$ cat src/rtl/ecc_err_pkg.sv
package ecc_err_pkg;
  typedef enum logic [1:0] {
    LVL_NONE = 2'd0,
    LVL_COR  = 2'd1,
    LVL_UNC  = 2'd2
  } sev_e;

  localparam int unsigned N_ERR    = 5;
  localparam int unsigned E_CRD    = 0;
  localparam int unsigned E_CWR    = 1;
  localparam int unsigned E_UNC    = 2;
  localparam int unsigned E_DVT    = 3;
  localparam int unsigned E_TAG    = 4;
  localparam int unsigned LOCK_POS = 5;
endpackage

$ cat src/rtl/ecc_cyc_classify.sv
module ecc_cyc_classify
  import ecc_err_pkg::*;
(
  input  logic             corr_i,
  input  logic             unc_i,
  input  logic             dvt_i,
  input  logic             tag_i,
  input  logic             wr_i,
  output logic [N_ERR-1:0] set_o
);
  always_comb begin
    set_o        = '0;
    set_o[E_CRD] = corr_i & ~wr_i;
    set_o[E_CWR] = corr_i & wr_i;
    set_o[E_UNC] = unc_i;
    set_o[E_DVT] = dvt_i;
    set_o[E_TAG] = tag_i;
  end
endmodule

$ cat src/rtl/ecc_syn_track.sv
module ecc_syn_track
  import ecc_err_pkg::*;
#(
  parameter int unsigned NCYC  = 2,
  parameter int unsigned SYN_W = 8
) (
  input  logic                  clk_i,
  input  logic                  rst_ni,
  input  logic                  hold_i,
  input  logic [NCYC-1:0]       cor_i,
  input  logic [NCYC-1:0]       unc_i,
  input  sev_e                  rec_lvl_i,
  input  logic [NCYC*SYN_W-1:0] syn_i,
  output logic [NCYC*SYN_W-1:0] syn_o
);
  sev_e                  new_lvl;
  logic                  cap;
  logic [NCYC*SYN_W-1:0] syn_q;

  always_comb begin
    if (|unc_i)      new_lvl = LVL_UNC;
    else if (|cor_i) new_lvl = LVL_COR;
    else             new_lvl = LVL_NONE;
    cap = !hold_i && (new_lvl != LVL_NONE) && (new_lvl >= rec_lvl_i);
  end

  always_ff @(posedge clk_i or negedge rst_ni) begin
    if (!rst_ni)  syn_q <= '0;
    else if (cap) syn_q <= syn_i;
  end

  assign syn_o = syn_q;


  hold_syn_frozen_chk: assert property (@(posedge clk_i) disable iff (!rst_ni)
    hold_i |=> $stable(syn_q));


  lower_sev_keeps_syn_chk: assert property (@(posedge clk_i) disable iff (!rst_ni)
    (new_lvl < rec_lvl_i) |=> $stable(syn_q));
endmodule

$ cat src/rtl/ecc_err_status.sv
module ecc_err_status
  import ecc_err_pkg::*;
#(
  parameter int unsigned NCYC    = 2,
  parameter int unsigned SYN_W   = 8,
  parameter int unsigned SYN_LSB = 8
) (
  input  logic                          clk_i,
  input  logic                          rst_ni,
  input  logic [NCYC-1:0]               corr_i,
  input  logic [NCYC-1:0]               unc_i,
  input  logic [NCYC-1:0]               dvt_i,
  input  logic [NCYC-1:0]               tag_i,
  input  logic                          wr_i,
  input  logic [NCYC*SYN_W-1:0]         syn_i,
  input  logic                          sw_we_i,
  input  logic [SYN_LSB+NCYC*SYN_W-1:0] sw_wdata_i,
  output logic [SYN_LSB+NCYC*SYN_W-1:0] rdata_o,
  output logic                          locked_o
);
  localparam int unsigned REG_W = SYN_LSB + NCYC * SYN_W;

  logic [NCYC-1:0][N_ERR-1:0] cyc_set;
  logic [N_ERR-1:0]           hw_set, eff_set, clr_mask;
  logic [N_ERR-1:0]           err_q;
  logic                       lock_en_q, locked;
  sev_e                       rec_lvl;
  logic [NCYC*SYN_W-1:0]      syn;
  logic                       unused_wdata;

  for (genvar c = 0; c < NCYC; c++) begin : g_cyc
    ecc_cyc_classify u_cls (
      .corr_i (corr_i[c]),
      .unc_i  (unc_i[c]),
      .dvt_i  (dvt_i[c]),
      .tag_i  (tag_i[c]),
      .wr_i   (wr_i),
      .set_o  (cyc_set[c])
    );
  end

  always_comb begin
    hw_set = '0;
    for (int c = 0; c < NCYC; c++) hw_set |= cyc_set[c];
  end

  assign locked   = lock_en_q && (err_q != '0);
  assign eff_set  = locked ? '0 : hw_set;
  assign clr_mask = sw_we_i ? sw_wdata_i[N_ERR-1:0] : '0;

  always_comb begin
    if (err_q[E_UNC])                     rec_lvl = LVL_UNC;
    else if (err_q[E_CRD] | err_q[E_CWR]) rec_lvl = LVL_COR;
    else                                  rec_lvl = LVL_NONE;
  end

  // new error wins over a same-cycle clear
  always_ff @(posedge clk_i or negedge rst_ni) begin
    if (!rst_ni) begin
      err_q     <= '0;
      lock_en_q <= 1'b0;
    end else begin
      err_q <= (err_q & ~clr_mask) | eff_set;
      if (sw_we_i) lock_en_q <= sw_wdata_i[LOCK_POS];
    end
  end

  ecc_syn_track #(.NCYC(NCYC), .SYN_W(SYN_W)) u_syn (
    .clk_i     (clk_i),
    .rst_ni    (rst_ni),
    .hold_i    (locked),
    .cor_i     (corr_i),
    .unc_i     (unc_i),
    .rec_lvl_i (rec_lvl),
    .syn_i     (syn_i),
    .syn_o     (syn)
  );

  always_comb begin
    rdata_o                           = '0;
    rdata_o[N_ERR-1:0]                = err_q;
    rdata_o[LOCK_POS]                 = lock_en_q;
    rdata_o[SYN_LSB +: NCYC*SYN_W]    = syn;
  end

  assign locked_o     = locked;
  assign unused_wdata = ^{sw_wdata_i[REG_W-1:LOCK_POS+1]};


  locked_no_new_bits_chk: assert property (@(posedge clk_i) disable iff (!rst_ni)
    locked |=> ((err_q & ~$past(err_q)) == '0));


  unc_sets_when_open_chk: assert property (@(posedge clk_i) disable iff (!rst_ni)
    (!locked && (|unc_i)) |=> err_q[E_UNC]);


  w1c_clears_chk: assert property (@(posedge clk_i) disable iff (!rst_ni)
    sw_we_i |=> ((err_q & $past(sw_wdata_i[N_ERR-1:0] & ~eff_set)) == '0));


  lock_en_load_chk: assert property (@(posedge clk_i) disable iff (!rst_ni)
    sw_we_i |=> (rdata_o[LOCK_POS] == $past(sw_wdata_i[LOCK_POS])));
endmodule

$ cat config.mk
export PLATFORM = sky130hd
export DESIGN_NAME = ecc_err_status
export DESIGN_NICKNAME = d
export VERILOG_FILES = /design/src/rtl/ecc_err_pkg.sv /design/src/rtl/ecc_cyc_classify.sv /design/src/rtl/ecc_syn_track.sv /design/src/rtl/ecc_err_status.sv
export SDC_FILE = /design/constraint.sdc
export NUM_CORES = 1
export LEC_CHECK = 0
export BUFFER_PORTS_ARGS = -buffer_cell sky130_fd_sc_hd__buf_4
export CAP_MARGIN = 20
export CORE_ASPECT_RATIO = 1.4
export CORE_MARGIN = 3
export CORE_UTILIZATION = 40
export DETAILED_ROUTE_END_ITERATION = 6
export GPL_TIMING_DRIVEN = 0
export HOLD_SLACK_MARGIN = 0.05
export PLACE_DENSITY = 0.84
export SLEW_MARGIN = 0
export SYNTH_ARGS = -nofsm -noshare
export SYNTH_HDL_FRONTEND = slang
export SYNTH_HIERARCHICAL = 1
export SYNTH_SLANG_ARGS = --single-unit
$ cat constraint.sdc
create_clock -name clk_i -period 3.9 [get_ports clk_i]
set_clock_uncertainty 0.2 [all_clocks]
set_input_delay 0.78 -clock clk_i [delete_from_list [all_inputs] [get_ports clk_i]]
set_output_delay 0.78 -clock clk_i [all_outputs]
set_load 0.01 [all_outputs]
**Word-level counts from Yosys, hierarchy flattened**

Index checks and enable logic that the tools add are counted.

- Flip-flop bits (word level): 22
- Bits in latches: 0
- RAM bits: 0
- Memory bits (read-only): 0
- Input port bits: 52
- Output and inout port bits: 25
- Word-level logic and storage cells: 28
- Memories: 0

- Add/subtract/negate cells: 0
- Multiply operators: 0
- Div/mod/pow operators: 0
- Magnitude comparators: 1
- Equal/unequal tests: 0
- Shifts and indexed selects: 0
- Muxes and demuxes: 6
- Bitwise gates (word level): 10
- Reductions and logical operators: 8

Operators by type and width:

| kind | number |
|---|---|
| $mux 5 | 2 |
| $or 5x5->5 | 2 |
| $and 5x5->5 | 1 |
| $not 5->5 | 1 |
| $reduce_bool 5->1 | 1 |
| $and 1x1->1 | 4 |
| $mux 2 | 2 |
| $reduce_or 2->1 | 2 |
| $logic_and 1x1->1 | 3 |
| $ge 2x2->1 | 1 |
| $mux 1 | 2 |
| $reduce_bool 2->1 | 1 |
| $logic_not 1->1 | 1 |
| $not 1->1 | 1 |
| $or 1x1->1 | 1 |

**Logic depth before layout (Yosys ltp)**

- Depth after elaboration: 6
- Depth in mapped cells: 9
- Mapped depth without buffers: 7

**By module**

The synthesis kept the hierarchy.

Modules (own cells, without submodules):

| module | times used | cells an instance | area each (um^2) | seq. area each (um^2) |
|---|---|---|---|---|
| ecc_syn_track | 1 | 42 | 730.7 | 400.4 |
| ecc_err_status | 1 | 37 | 421.7 | 150.1 |
| ecc_cyc_classify | 2 | 5 | 38.8 | 0.0 |

**Worst setup path after synthesis**

OpenSTA, ideal clock, no wires.

- Path kind: input to register
- From: input unc_i[1]
- To: register u_syn.syn_q[10] (netlist: u_syn/syn_o[10])
- Library setup time: 125 ps
- Data arrival time: 2412 ps
- Data required time: 3575 ps
- Path slack: 1163 ps
- Stages on the path: 8
- Buffers on the path: 1
- Cell sequence: or2_4 > o21bai_1 > ha_1 > nand2b_1 > a21oi_2 > nor3_4 > buf_12 > mux2_4

- Longest elaborated chain between the ends: 5
- Elaborated cells on any way between the ends: 6
- Classes of those cells: 1 x order compare; 1 x mux; 4 x reduce/logical

RTL lines:

| what | RTL line | source |
|---|---|---|
| start, declared | ecc_err_status.sv:11 | `input logic [NCYC-1:0] unc_i,` |
| $reduce_or 2->1 (*) | ecc_syn_track.sv:21 | `if (\|unc_i) new_lvl = LVL_UNC;` |
| $mux 2 (*) | ecc_syn_track.sv:21 |  |
| parallel branches: the longest is 2 deep, another holds $ge 2x2->1 | -- |  |
| $logic_and 1x1->1 (*) | ecc_syn_track.sv:24 | `cap = !hold_i && (new_lvl != LVL_NONE) && (new_lvl >= rec_lvl_i);` |
| end signal, assigned | ecc_syn_track.sv:29 | `else if (cap) syn_q <= syn_i;` |
| end, declared | ecc_syn_track.sv:18 | `logic [NCYC*SYN_W-1:0] syn_q;` |

Mark *: on every way between the ends.
A chain may end at the register's enable or synchronous reset.

**Worst setup path after layout**

- From: input unc_i[1]
- To: register u_syn.syn_q[8] (netlist: u_syn/syn_o[8])

The elaborated chain is that of the path after synthesis.

==> run summary <==
The number of standard cells after synthesis was 89. Entering global routing, the biggest net connects 23 pins. Counting cells, the worst reg-to-reg path comes to 9. TritonCTS built the clock tree. Summing every instance area after synthesis gives 1230 um^2. Once layout is complete, the cells apart from fillers number 182. For the worst setup path, the data arrival time is 2.67 ns. The routed wirelength normalized by instance count was 14.3 um; the highest attainable clock frequency was 367 MHz. For flop-to-flop paths, the worst setup slack is 1.22 ns. STA classifies the critical path endpoint as a register. Count of state elements after synthesis: 22.

Post-CTS timing repair inserted 0 buffers for setup. OpenSTA, run right after detailed placement, puts the worst setup slack at 0.891 ns. The tree built by TritonCTS fans out to 22 sinks. The remaining antenna violation count after routing is 0, and the fraction of registers with async set/reset is 1.00. The slowest stage of the critical path is the nor3_4 cell.

After synthesis, the mean cell area works out to 13.8 um^2. Counting distinct cell types in the post-synthesis netlist gives 22. Along the worst path, the maximum fanout reaches 10. The placement row count was 23. The largest stage delay on the critical path is 0.38 ns. The number of global-route vias before repair is 902, and the first-pass iteration count of the detailed router is 4.

After detailed placement, the total cell area comes to 1670 um^2. Clock-pin slew was measured on the worst setup and hold paths at 0.07 ns. The analysis attributes to cell leakage a power of 0.823 nW. The number of diodes added for antenna fixing was 0; the power density of the placed cells was 464 nW/um^2. After clock tree synthesis, the repair step resized 0 gates. The total of warnings raised by yosys is 6, and the number of port buffers is 52. The shortest period the worst path allows was 2.72 ns. The proportion of layout cells with a drive suffix above 1 was 0.717. STA classifies the critical path startpoint as a primary input. The logs give 0 for the leftover overflow at the end of global routing and 0 for the number of maximum-capacitance violations.

During I/O placement, the number of pins put on the boundary was 77. Number of buffers between clock root and the deepest sink: 2. The number of clock buffers inserted by TritonCTS was 3. The via count was 876; the number of DRC violations after detailed routing was 0. The first-pass GRT wire length is 4.06 mm, and the final wirelength is 2.61 mm.

The tightest min-delay check is of the in -> async type. Setup violations remaining at the end of the flow were counted as 0. Dividing the detail-routed via count by the number of cells gives 4.81. For the final design utilization, the log shows 0.589. The critical path is of the in -> reg type. The count of final max-slew check failures is 0, and the required time at the worst-slack endpoint is 3.85 ns. Register area share after synthesis: 0.448. For this run, the leading register cell type out of synthesis is dfrtp_1.

For the violation count after the first detailed-routing iteration, the log shows 4. Effective utilization at floorplan: 0.423. The number of buffers and inverters on the critical path was 2.

After clock tree synthesis, the flow added hold-fix buffers numbering 0. Compared with the post-synthesis result, the final layout area differs by 39.2%. Setup slack closes at 1.18 ns.

The clock reaches the later pin of the worst-skew pair after 0.26 ns. Broken down by cell family, the worst path's largest delay share belongs to simple AND/OR/NAND/NOR gates. Clock tree synthesis selected as its root buffer the cell clkbuf_8.

The portion of the clock cycle consumed by the worst path in the final layout came out at 0.699. The worst register-to-register path begins at err_q[0]. Final hold analysis gives a worst-case slack of 0.196 ns. Setup repair after global routing left no endpoint under its margin. The run finished with clean final reports. The power after layout is 0.795 mW.

Once layout is done, the placed cells without fillers occupy 1710 um^2. The congestion estimate from routability-driven global placement came to 0.670. The combined global-route utilization of all metal layers came out at 0.143. The critical path goes through buf_4, or2_4, o21bai_1, ha_1, nand2b_1, a21oi_2, nor3_4, buf_12, mux2_4. The run gives 201 as the final layout net count.

Leaving out fill and tap cells, the most frequent cell in the layout is buf_4. The core region area came out at 2910 um^2. The worst register-to-register path ends at u_syn/syn_o[8]. For the number of hold-slack violations in the final timing report, the log shows 0. The overall die height is 71.6 um, and the area enclosed by the die boundary is 3790 um^2. The maximum vdd drop was 0.204 mV; the total half-perimeter wirelength after legalization and detailed placement was 2.12 mm.

Leaving out fill and tap cells, the most frequent cells in the layout are 62 x buf_4, 22 x dfrtp_1, 10 x mux2_4, 7 x mux2_2, 6 x o21bai_1. The number of flops mapped to enable cells by yosys was 0; the number of instances in the placed design was 179. After routing, the total negative slack on setup checks comes to 0 ns. H-tree level count: 1. For the number of antenna violations at the first check in global routing, the log shows 0. The most critical setup path has its startpoint at unc_i[1]. In this run the horizontal extent of the chip is 52.9 um.
[where the power goes]
| part | leakage [nW] | switching, mW | internal (mW) |
|---|---|---|---|
| clock | 0.0216 | 0.0685 | 0.0689 |
| sequential | 0.252 | 0.0356 | 0.290 |
| combinational | 0.550 | 0.125 | 0.207 |
[per-layer routing]
layer  track usage  routed length [um]  part of all wire  up-vias
li1              -                   -                 -      417
met1         0.158                 947              0.36      420
met2         0.262                1420              0.55       37
met3        0.0312                 215             0.082        2
met4        0.0426                  23            0.0088        0
met5             0                   0                 0        -
[worst max-delay path by stage]
stage	to	slack [ns]	cells after the start
after detailed placement	u_syn/syn_o[8]	0.89	9
after global routing	u_syn/syn_o[8]	1.08	9
after CTS	u_syn/syn_o[6]	1.16	9
after floorplan	u_syn/syn_o[10]	1.16	8
final	u_syn/syn_o[8]	1.18	9
after global placement	u_syn/syn_o[8]	0.95	9
[registers in the layout (all words and copies together), names as in the netlist]
name / cells
lock_en_q: 1
u_syn/syn_o: 16
err_q: 5
[logic make-up (layout without fill, tap and decap cells)]
family                   count (synthesis)  in the layout  share of synthesized area
buffers and inverters                   13             68                     0.0844
AO/OA/AOI/OAI                           18             18                      0.157
multiplexers                            17             17                      0.186
adder cells (fa/ha/maj)                  2              2                     0.0203
AND/OR/NAND/NOR                         16             16                      0.102
other                                    1              2                    0.00305
flip-flops                              22             22                      0.448
[area by class of cell]
type | count | area (um^2)
Buffer | 12 | 100
Clock buffer | 3 | 41.3
Fill cell | 234 | 1190
Inverter | 1 | 3.75
Multi-Input combinational cell | 55 | 579
Sequential cell | 22 | 551
Tap cell | 37 | 46.3
Timing Repair Buffer | 52 | 390
[worst register-to-register path: stages (launching register included)]
cell	delay [ns]
dfrtp_1	0.39
or2_1	0.22
buf_2	0.18
and2b_2	0.21
ha_1	0.26
nand2b_1	0.12
a21oi_2	0.08
nor3_4	0.38
buf_12	0.21
mux2_4	0.31
[cells in the mapped netlist (2+ instances only)]
cell type  count  area share
nor2_1         5       0.015
a21bo_2        5       0.041
and2b_2        3       0.021
o21bai_1       6       0.037
mux2_4        10        0.12
and2_2         2       0.012
dfrtp_1       22        0.45
nor3_4         2       0.026
o311ai_2       5       0.066
mux2_2         7       0.064
ha_1           2       0.020
buf_4         10       0.061
Note: power is estimated with default switching activity, not from simulation.
